===== config.mk =====
export PLATFORM = sky130hd
export DESIGN_NAME = ulpi_bus_mapper
export DESIGN_NICKNAME = d
export VERILOG_FILES = /design/src/rtl/ulpi_map_pkg.sv /design/src/rtl/map_mode_fsm.sv /design/src/rtl/map_irq_unit.sv /design/src/rtl/map_lane_mux.sv /design/src/rtl/ulpi_bus_mapper.sv
export SDC_FILE = /design/constraint.sdc
export NUM_CORES = 1
export LEC_CHECK = 0
export BUFFER_PORTS_ARGS = -buffer_cell sky130_fd_sc_hd__buf_2
export CAP_MARGIN = 20
export CORE_MARGIN = 2
export CORE_UTILIZATION = 31
export CTS_CLUSTER_DIAMETER = 80
export DETAILED_ROUTE_END_ITERATION = 10
export GPL_ROUTABILITY_DRIVEN = 0
export PLACE_DENSITY = 0.8
export SLEW_MARGIN = 20
export SYNTH_ARGS = -nofsm -noshare
export SYNTH_HDL_FRONTEND = slang
export SYNTH_SLANG_ARGS = --single-unit

===== constraint.sdc =====
create_clock -name clk_i -period 1.09 [get_ports clk_i]
set_input_delay 0.109 -clock clk_i [delete_from_list [all_inputs] [get_ports clk_i]]
set_output_delay 0.109 -clock clk_i [all_outputs]
set_load 0.01 [all_outputs]

===== src/rtl/ulpi_map_pkg.sv =====
package ulpi_map_pkg;
  localparam int BUS_W = 8;
  // lane positions are decoded by the link, so they are fixed
  localparam int LN_TX_EN   = 0;
  localparam int LN_TX_DAT  = 1;
  localparam int LN_TX_SE0  = 2;
  localparam int LN_IRQ     = 3;
  localparam int LN_RX_DP   = 4;
  localparam int LN_RX_DM   = 5;
  localparam int LN_RX_DIFF = 6;
  localparam int LN_RSVD    = 7;

  typedef enum logic [2:0] {
    ST_SYNC     = 3'd0,
    ST_TURN_SER = 3'd1,
    ST_SERIAL   = 3'd2,
    ST_TURN_LP  = 3'd3,
    ST_LOWPWR   = 3'd4
  } map_state_e;
endpackage


===== src/rtl/map_mode_fsm.sv =====
module map_mode_fsm
  import ulpi_map_pkg::*;
(
  input  logic       clk_i,
  input  logic       rst_ni,
  input  logic       ser_set_i,
  input  logic       lp_set_i,
  input  logic       stop_i,
  output map_state_e state_o,
  output logic       ser_bit_o
);
  map_state_e state_q, state_d;
  logic       bit_q, bit_d;

  always_comb begin
    state_d = state_q;
    bit_d   = bit_q;
    unique case (state_q)
      ST_SYNC: begin
        if (ser_set_i) begin
          state_d = ST_TURN_SER;
          bit_d   = 1'b1;
        end else if (lp_set_i) begin
          state_d = ST_TURN_LP;
        end
      end
      ST_TURN_SER: begin
        state_d = stop_i ? ST_SYNC : ST_SERIAL;
        if (stop_i) bit_d = 1'b0;
      end
      ST_TURN_LP: state_d = stop_i ? ST_SYNC : ST_LOWPWR;
      ST_SERIAL: begin
        if (stop_i) begin
          state_d = ST_SYNC;
          bit_d   = 1'b0;
        end
      end
      ST_LOWPWR: if (stop_i) state_d = ST_SYNC;
      default: begin
        state_d = ST_SYNC;
        bit_d   = 1'b0;
      end
    endcase
  end

  always_ff @(posedge clk_i or negedge rst_ni) begin
    if (!rst_ni) begin
      state_q <= ST_SYNC;
      bit_q   <= 1'b0;
    end else begin
      state_q <= state_d;
      bit_q   <= bit_d;
    end
  end

  assign state_o   = state_q;
  assign ser_bit_o = bit_q;
endmodule


===== src/rtl/map_irq_unit.sv =====
module map_irq_unit #(
  parameter int NUM_IRQ = 4
) (
  input  logic               clk_i,
  input  logic               rst_ni,
  input  logic [NUM_IRQ-1:0] src_i,
  input  logic [NUM_IRQ-1:0] en_i,
  input  logic [NUM_IRQ-1:0] clr_i,
  output logic               irq_o
);
  logic [NUM_IRQ-1:0] status_q;

  always_ff @(posedge clk_i or negedge rst_ni) begin
    if (!rst_ni) status_q <= '0;
    else         status_q <= (status_q & ~clr_i) | src_i;
  end

  // raw source folded in so the line works with the clock stopped
  assign irq_o = |((status_q | src_i) & en_i);
endmodule


===== src/rtl/map_lane_mux.sv =====
module map_lane_mux
  import ulpi_map_pkg::*;
(
  input  map_state_e       state_i,
  input  logic [2:0]       tx_lanes_i,
  input  logic             irq_i,
  input  logic             dp_i,
  input  logic             dm_i,
  input  logic             diff_i,
  input  logic             clk_keep_i,
  output logic [BUS_W-1:0] bus_o,
  output logic [BUS_W-1:0] bus_oe_o,
  output logic             dir_o,
  output logic             clk_run_o,
  output logic             tx_oe_o,
  output logic             tx_dp_o,
  output logic             tx_dm_o
);
  always_comb begin
    bus_o     = '0;
    bus_oe_o  = '0;
    dir_o     = 1'b0;
    clk_run_o = 1'b1;
    tx_oe_o   = 1'b0;
    tx_dp_o   = 1'b0;
    tx_dm_o   = 1'b0;
    unique case (state_i)
      ST_TURN_SER, ST_TURN_LP: dir_o = 1'b1;
      ST_SERIAL: begin
        dir_o = 1'b1;
        for (int i = LN_IRQ; i < BUS_W; i++) bus_oe_o[i] = 1'b1;
        bus_o[LN_IRQ]     = irq_i;
        bus_o[LN_RX_DP]   = dp_i;
        bus_o[LN_RX_DM]   = dm_i;
        bus_o[LN_RX_DIFF] = diff_i;
        bus_o[LN_RSVD]    = 1'b0;
        clk_run_o = clk_keep_i;
        tx_oe_o   = tx_lanes_i[LN_TX_EN];
        if (tx_lanes_i[LN_TX_EN] && !tx_lanes_i[LN_TX_SE0]) begin
          tx_dp_o = tx_lanes_i[LN_TX_DAT];
          tx_dm_o = ~tx_lanes_i[LN_TX_DAT];
        end
      end
      ST_LOWPWR: begin
        dir_o = 1'b1;
        for (int i = LN_TX_SE0; i < BUS_W; i++) bus_oe_o[i] = 1'b1;
        bus_o[LN_IRQ] = irq_i;
        clk_run_o = 1'b0;
      end
      default: ;
    endcase
  end
endmodule


===== src/rtl/ulpi_bus_mapper.sv =====
module ulpi_bus_mapper
  import ulpi_map_pkg::*;
#(
  parameter int NUM_IRQ = 4
) (
  input  logic               clk_i,
  input  logic               rst_ni,
  input  logic               serial_set_i,
  input  logic               lowpwr_set_i,
  input  logic               stop_i,
  input  logic               clk_keep_i,
  input  logic [7:0]         bus_i,
  output logic [7:0]         bus_o,
  output logic [7:0]         bus_oe_o,
  output logic               dir_o,
  output logic               serial_bit_o,
  output logic               clk_run_o,
  input  logic               line_dp_i,
  input  logic               line_dm_i,
  input  logic               line_diff_i,
  output logic               tx_oe_o,
  output logic               tx_dp_o,
  output logic               tx_dm_o,
  input  logic [NUM_IRQ-1:0] irq_src_i,
  input  logic [NUM_IRQ-1:0] irq_en_i,
  input  logic [NUM_IRQ-1:0] irq_clr_i,
  output logic               irq_o
);
  map_state_e state;
  logic       irq;
  logic       unused_lanes;

  assign unused_lanes = ^bus_i[7:3];

  map_mode_fsm u_fsm (
    .clk_i     (clk_i),
    .rst_ni    (rst_ni),
    .ser_set_i (serial_set_i),
    .lp_set_i  (lowpwr_set_i),
    .stop_i    (stop_i),
    .state_o   (state),
    .ser_bit_o (serial_bit_o)
  );

  map_irq_unit #(.NUM_IRQ(NUM_IRQ)) u_irq (
    .clk_i  (clk_i),
    .rst_ni (rst_ni),
    .src_i  (irq_src_i),
    .en_i   (irq_en_i),
    .clr_i  (irq_clr_i),
    .irq_o  (irq)
  );

  map_lane_mux u_mux (
    .state_i    (state),
    .tx_lanes_i (bus_i[2:0]),
    .irq_i      (irq),
    .dp_i       (line_dp_i),
    .dm_i       (line_dm_i),
    .diff_i     (line_diff_i),
    .clk_keep_i (clk_keep_i),
    .bus_o      (bus_o),
    .bus_oe_o   (bus_oe_o),
    .dir_o      (dir_o),
    .clk_run_o  (clk_run_o),
    .tx_oe_o    (tx_oe_o),
    .tx_dp_o    (tx_dp_o),
    .tx_dm_o    (tx_dm_o)
  );

  assign irq_o = irq;
endmodule


==> results.txt <==
Setup repair after global routing could not meet its margin everywhere. The portion of the clock cycle consumed by the worst path in the final layout was 1.30; the post-detailed-route DRC marker count was 0. The hold-critical path depth was 2; the utilization after layout was 0.544.

The floorplan step defined a die boundary enclosing 2120 um2. Average cell area after synthesis: 8.84 um2. Setup violations remaining at the end of the flow were counted as 18. The switching share of power came out at 0.368. Leaving out fill and tap cells, the most frequent cell in the layout is sky130_fd_sc_hd__buf_2. The clock transition at the registers of the reported paths is 0.06 ns, and the footprint of the multi-input gates is 325 um2. The die is 46.0 um wide.

The logs give 0.109 for the total routing usage reported by global routing and 0.669 for the combinational fraction of design power. The routed layout has 579 vias. The critical path is of the flop to output pin type. The startpoint kind of the worst setup timing path was a flop. For the sum of routed wire segments on met1, the log shows 481 um. The logs give 121 um for the met3 routed wirelength and 1.30 ns for the arrival time of the worst setup path.

On the critical path the largest part of the delay comes from flip-flops. The pre-antenna-repair detailed-routing pass consisted of 3 iterations. The worst-case IR drop observed on VDD is 0.956 mV. The count of port buffers added during placement was 40; the number of nets with antenna violations after routing was 0. The sequential-to-total area share from yosys stat is 0.365, and the final layout net count is 141. Dividing the detail-routed wire length by the instance count gives 10.8 um. The count of inserted antenna diode cells is 0, and the number of unique standard cell types used by synthesis is 19. The number of global-route vias before repair was 480.

The initial core utilization was 0.324; the floorplan core area was 1690 um2. Cell chosen for the clock root: sky130_fd_sc_hd__clkbuf_4. Across the routed clock network, the largest skew measured is 0.00163 ns. The number of buffers and inverters on the critical path works out to 1. The share of layout cells above drive strength 1 came out at 0.609.

Signal routing reaches up to met3. The run gives 160 as the number of filler cells placed in the layout. The post-DP HPWL was 1.01 mm; the post-synthesis register bit count was 8.

Number of placed I/O pins: 52. H-tree depth: 1. Clock period minus final worst setup slack: 1.41 ns.

Counting along the longest clock path gives a buffer depth of 2. In the routed layout, each cell is associated on average with a via count of 4.56. The count of warnings emitted by yosys was 0.

The first global-routing pass estimated 1.68 mm of wire. In this design, the stage delay of the slowest critical-path cell is 0.46 ns. Required time of the critical path: 0.98 ns. For the pin count of the biggest net entering global routing, the log shows 9.

The run finished, with violations left. The number of clock sinks was 8. Power spread over the standard cell area amounts to 2310 nW/um2. For this run, the top clock speed supported by timing is 708 MHz.

The tools report the initial antenna violation count as 0. The critical path runs through a total of 4 cells. The analysis attributes to net switching a power of 0.000782 W.

Traced cell by cell, the critical path runs through xnor2_4 > nor2_4 > and2_4 > buf_6. In this run the vertical extent of the chip is 46.0 um. The top cell types in the final layout, fill and taps aside, are sky130_fd_sc_hd__buf_2 (34), sky130_fd_sc_hd__buf_4 (10), sky130_fd_sc_hd__inv_1 (6), sky130_fd_sc_hd__conb_1 (6), sky130_fd_sc_hd__buf_6 (6). The total overflow left after global routing is 0. The number of rows in the core area came out at 15.

The number of buffers added by the clock tree synthesis step is 3, and the source-to-sink clock delay at the later pin of the worst-skew pair is 0.25 ns. The logs give 1.37 mm for the routed wire length and 204 um2 for the area used by sequential logic in the layout. The final reports fail on negative setup slack. Across the run, the number of max-cap violations was 0. The number of cells on the worst reg-to-reg path is 4. Synthesis produced 62 cells. TritonCTS built the clock tree. The tools report the final hold violation count as 0. The largest fanout on the critical path came out at 6. The slowest cell on the critical path is sky130_fd_sc_hd__dfrtp_2. The tools report the max-slew violation count as 0. The number of DRC violations after detailed-routing iteration 0 is 3. The worst setup path is captured at an output pin. The relative contribution of sequential cells to total power was 0.225.

The logs give 0.107 for the share of power burned in the clock network and 769 um for the wire length on met2. The path category of the worst min-delay check was primary input to flop. The cell internal power dissipation came out at 0.00134 W.

The minimum setup slack in the final design is -0.322 ns. Timing analysis after detailed placement gives a worst setup slack of -0.121 ns. For this design the static power due to leakage is 0.505 nW. Compared with the post-synthesis result, the final layout area differs by 67.6%. Post-synth design cell area: 548 um2. On the final layout, the worst hold slack is 0.0607 ns.
[area by class of cell]
class	instances	area share
multi-input cells	42	0.354
well taps	17	0.0232
inverters	6	0.0245
repair buffers	51	0.351
clock buffers	3	0.0245
flip-flops and latches	8	0.222
[synthesized netlist by cell type (all sizes together)]
cell      n  area share
a21o      5       0.069
a21oi     1      0.0091
a2bb2oi   1       0.016
a32o      1       0.018
and2      5       0.057
and4b     1       0.018
and4bb    1       0.023
buf      11        0.15
conb      1      0.0068
dfrtp     8        0.37
inv       6       0.041
nand2     5       0.034
nand3b    1       0.014
nand4     1       0.011
nor2      4       0.027
nor2b     1       0.011
nor3b     1       0.034
o21ai     5       0.046
xnor2     3       0.048
[worst paths after layout]
kind / slack (ns) / to / startpoint
worst max-delay path: -0.32 / bus_o[3] / u_fsm.state_o[2]$_DFFE_PN0P_
worst min-delay path: 0.06 / u_irq.status_q[0]$_DFF_PN0_ / irq_src_i[0]
worst max register to register: -0.06 / u_fsm.state_o[2]$_DFFE_PN0P_ / u_fsm.state_o[2]$_DFFE_PN0P_
worst min register to register: 0.49 / u_irq.status_q[2]$_DFF_PN0_ / u_irq.status_q[2]$_DFF_PN0_
max in group asynchronous: 0.68 / u_fsm.state_o[1]$_DFFE_PN0P_ / rst_ni
min in group asynchronous: 0.23 / u_irq.status_q[3]$_DFF_PN0_ / rst_ni
[sequential cells by signal, indices dropped and copies added (netlist names)]
register / cells
u_irq.status_q: 4
u_fsm.state_o: 3
u_fsm.ser_bit_o: 1
[stage by stage]
step | area (um2) | setup TNS (ns) | total power, W | cells
after global placement | 774 | -0.291 | 0.00149 | 118
after global routing | 918 | -5.42 | 0.00227 | 127
after detailed placement | 774 | -0.609 | 0.00151 | 118
after CTS | 883 | -4.42 | 0.00204 | 126
final | 918 | -4.43 | 0.00212 | 127
after floorplan | 602 | 0 | 0.00122 | 67
[cell families after synthesis]
logic type	after synthesis	synth area share
flip-flops	8	0.365
AO/OA/AOI/OAI	13	0.158
other	1	0.00684
buffers and inverters	17	0.192
XOR/XNOR	3	0.0480
AND/OR/NAND/NOR	20	0.231
[layer usage]
layer	vias to the layer above	global-route usage
li1	283	-
met1	265	0.0969
met2	31	0.228
met3	0	0.0357
met4	0	0.0171
met5	-	0
[timing repair]
item | CTS | global route
endpoints found under the setup margin | 18 | 19
hold buffers | 1 | 0
endpoints found under the hold margin | 8 | 0
gates resized for setup | 12 | 6
pin swaps | 13 | 8
buffers inserted | 4 | 1
[power groups by stage]
| stage | Combinational, W | Clock, W | Sequential [W] |
|---|---|---|---|
| 2_1_floorplan | 0.000729 | 0 | 0.000488 |
| 3_3_place_gp | 0.00102 | 0 | 0.000475 |
| 3_5_place_dp | 0.00103 | 0 | 0.000483 |
| 4_1_cts | 0.00133 | 0.000232 | 0.000478 |
| 5_1_grt | 0.00153 | 0.000243 | 0.000490 |
| 6_report | 0.00142 | 0.000226 | 0.000477 |
Note: power is estimated with default switching activity, not from simulation.
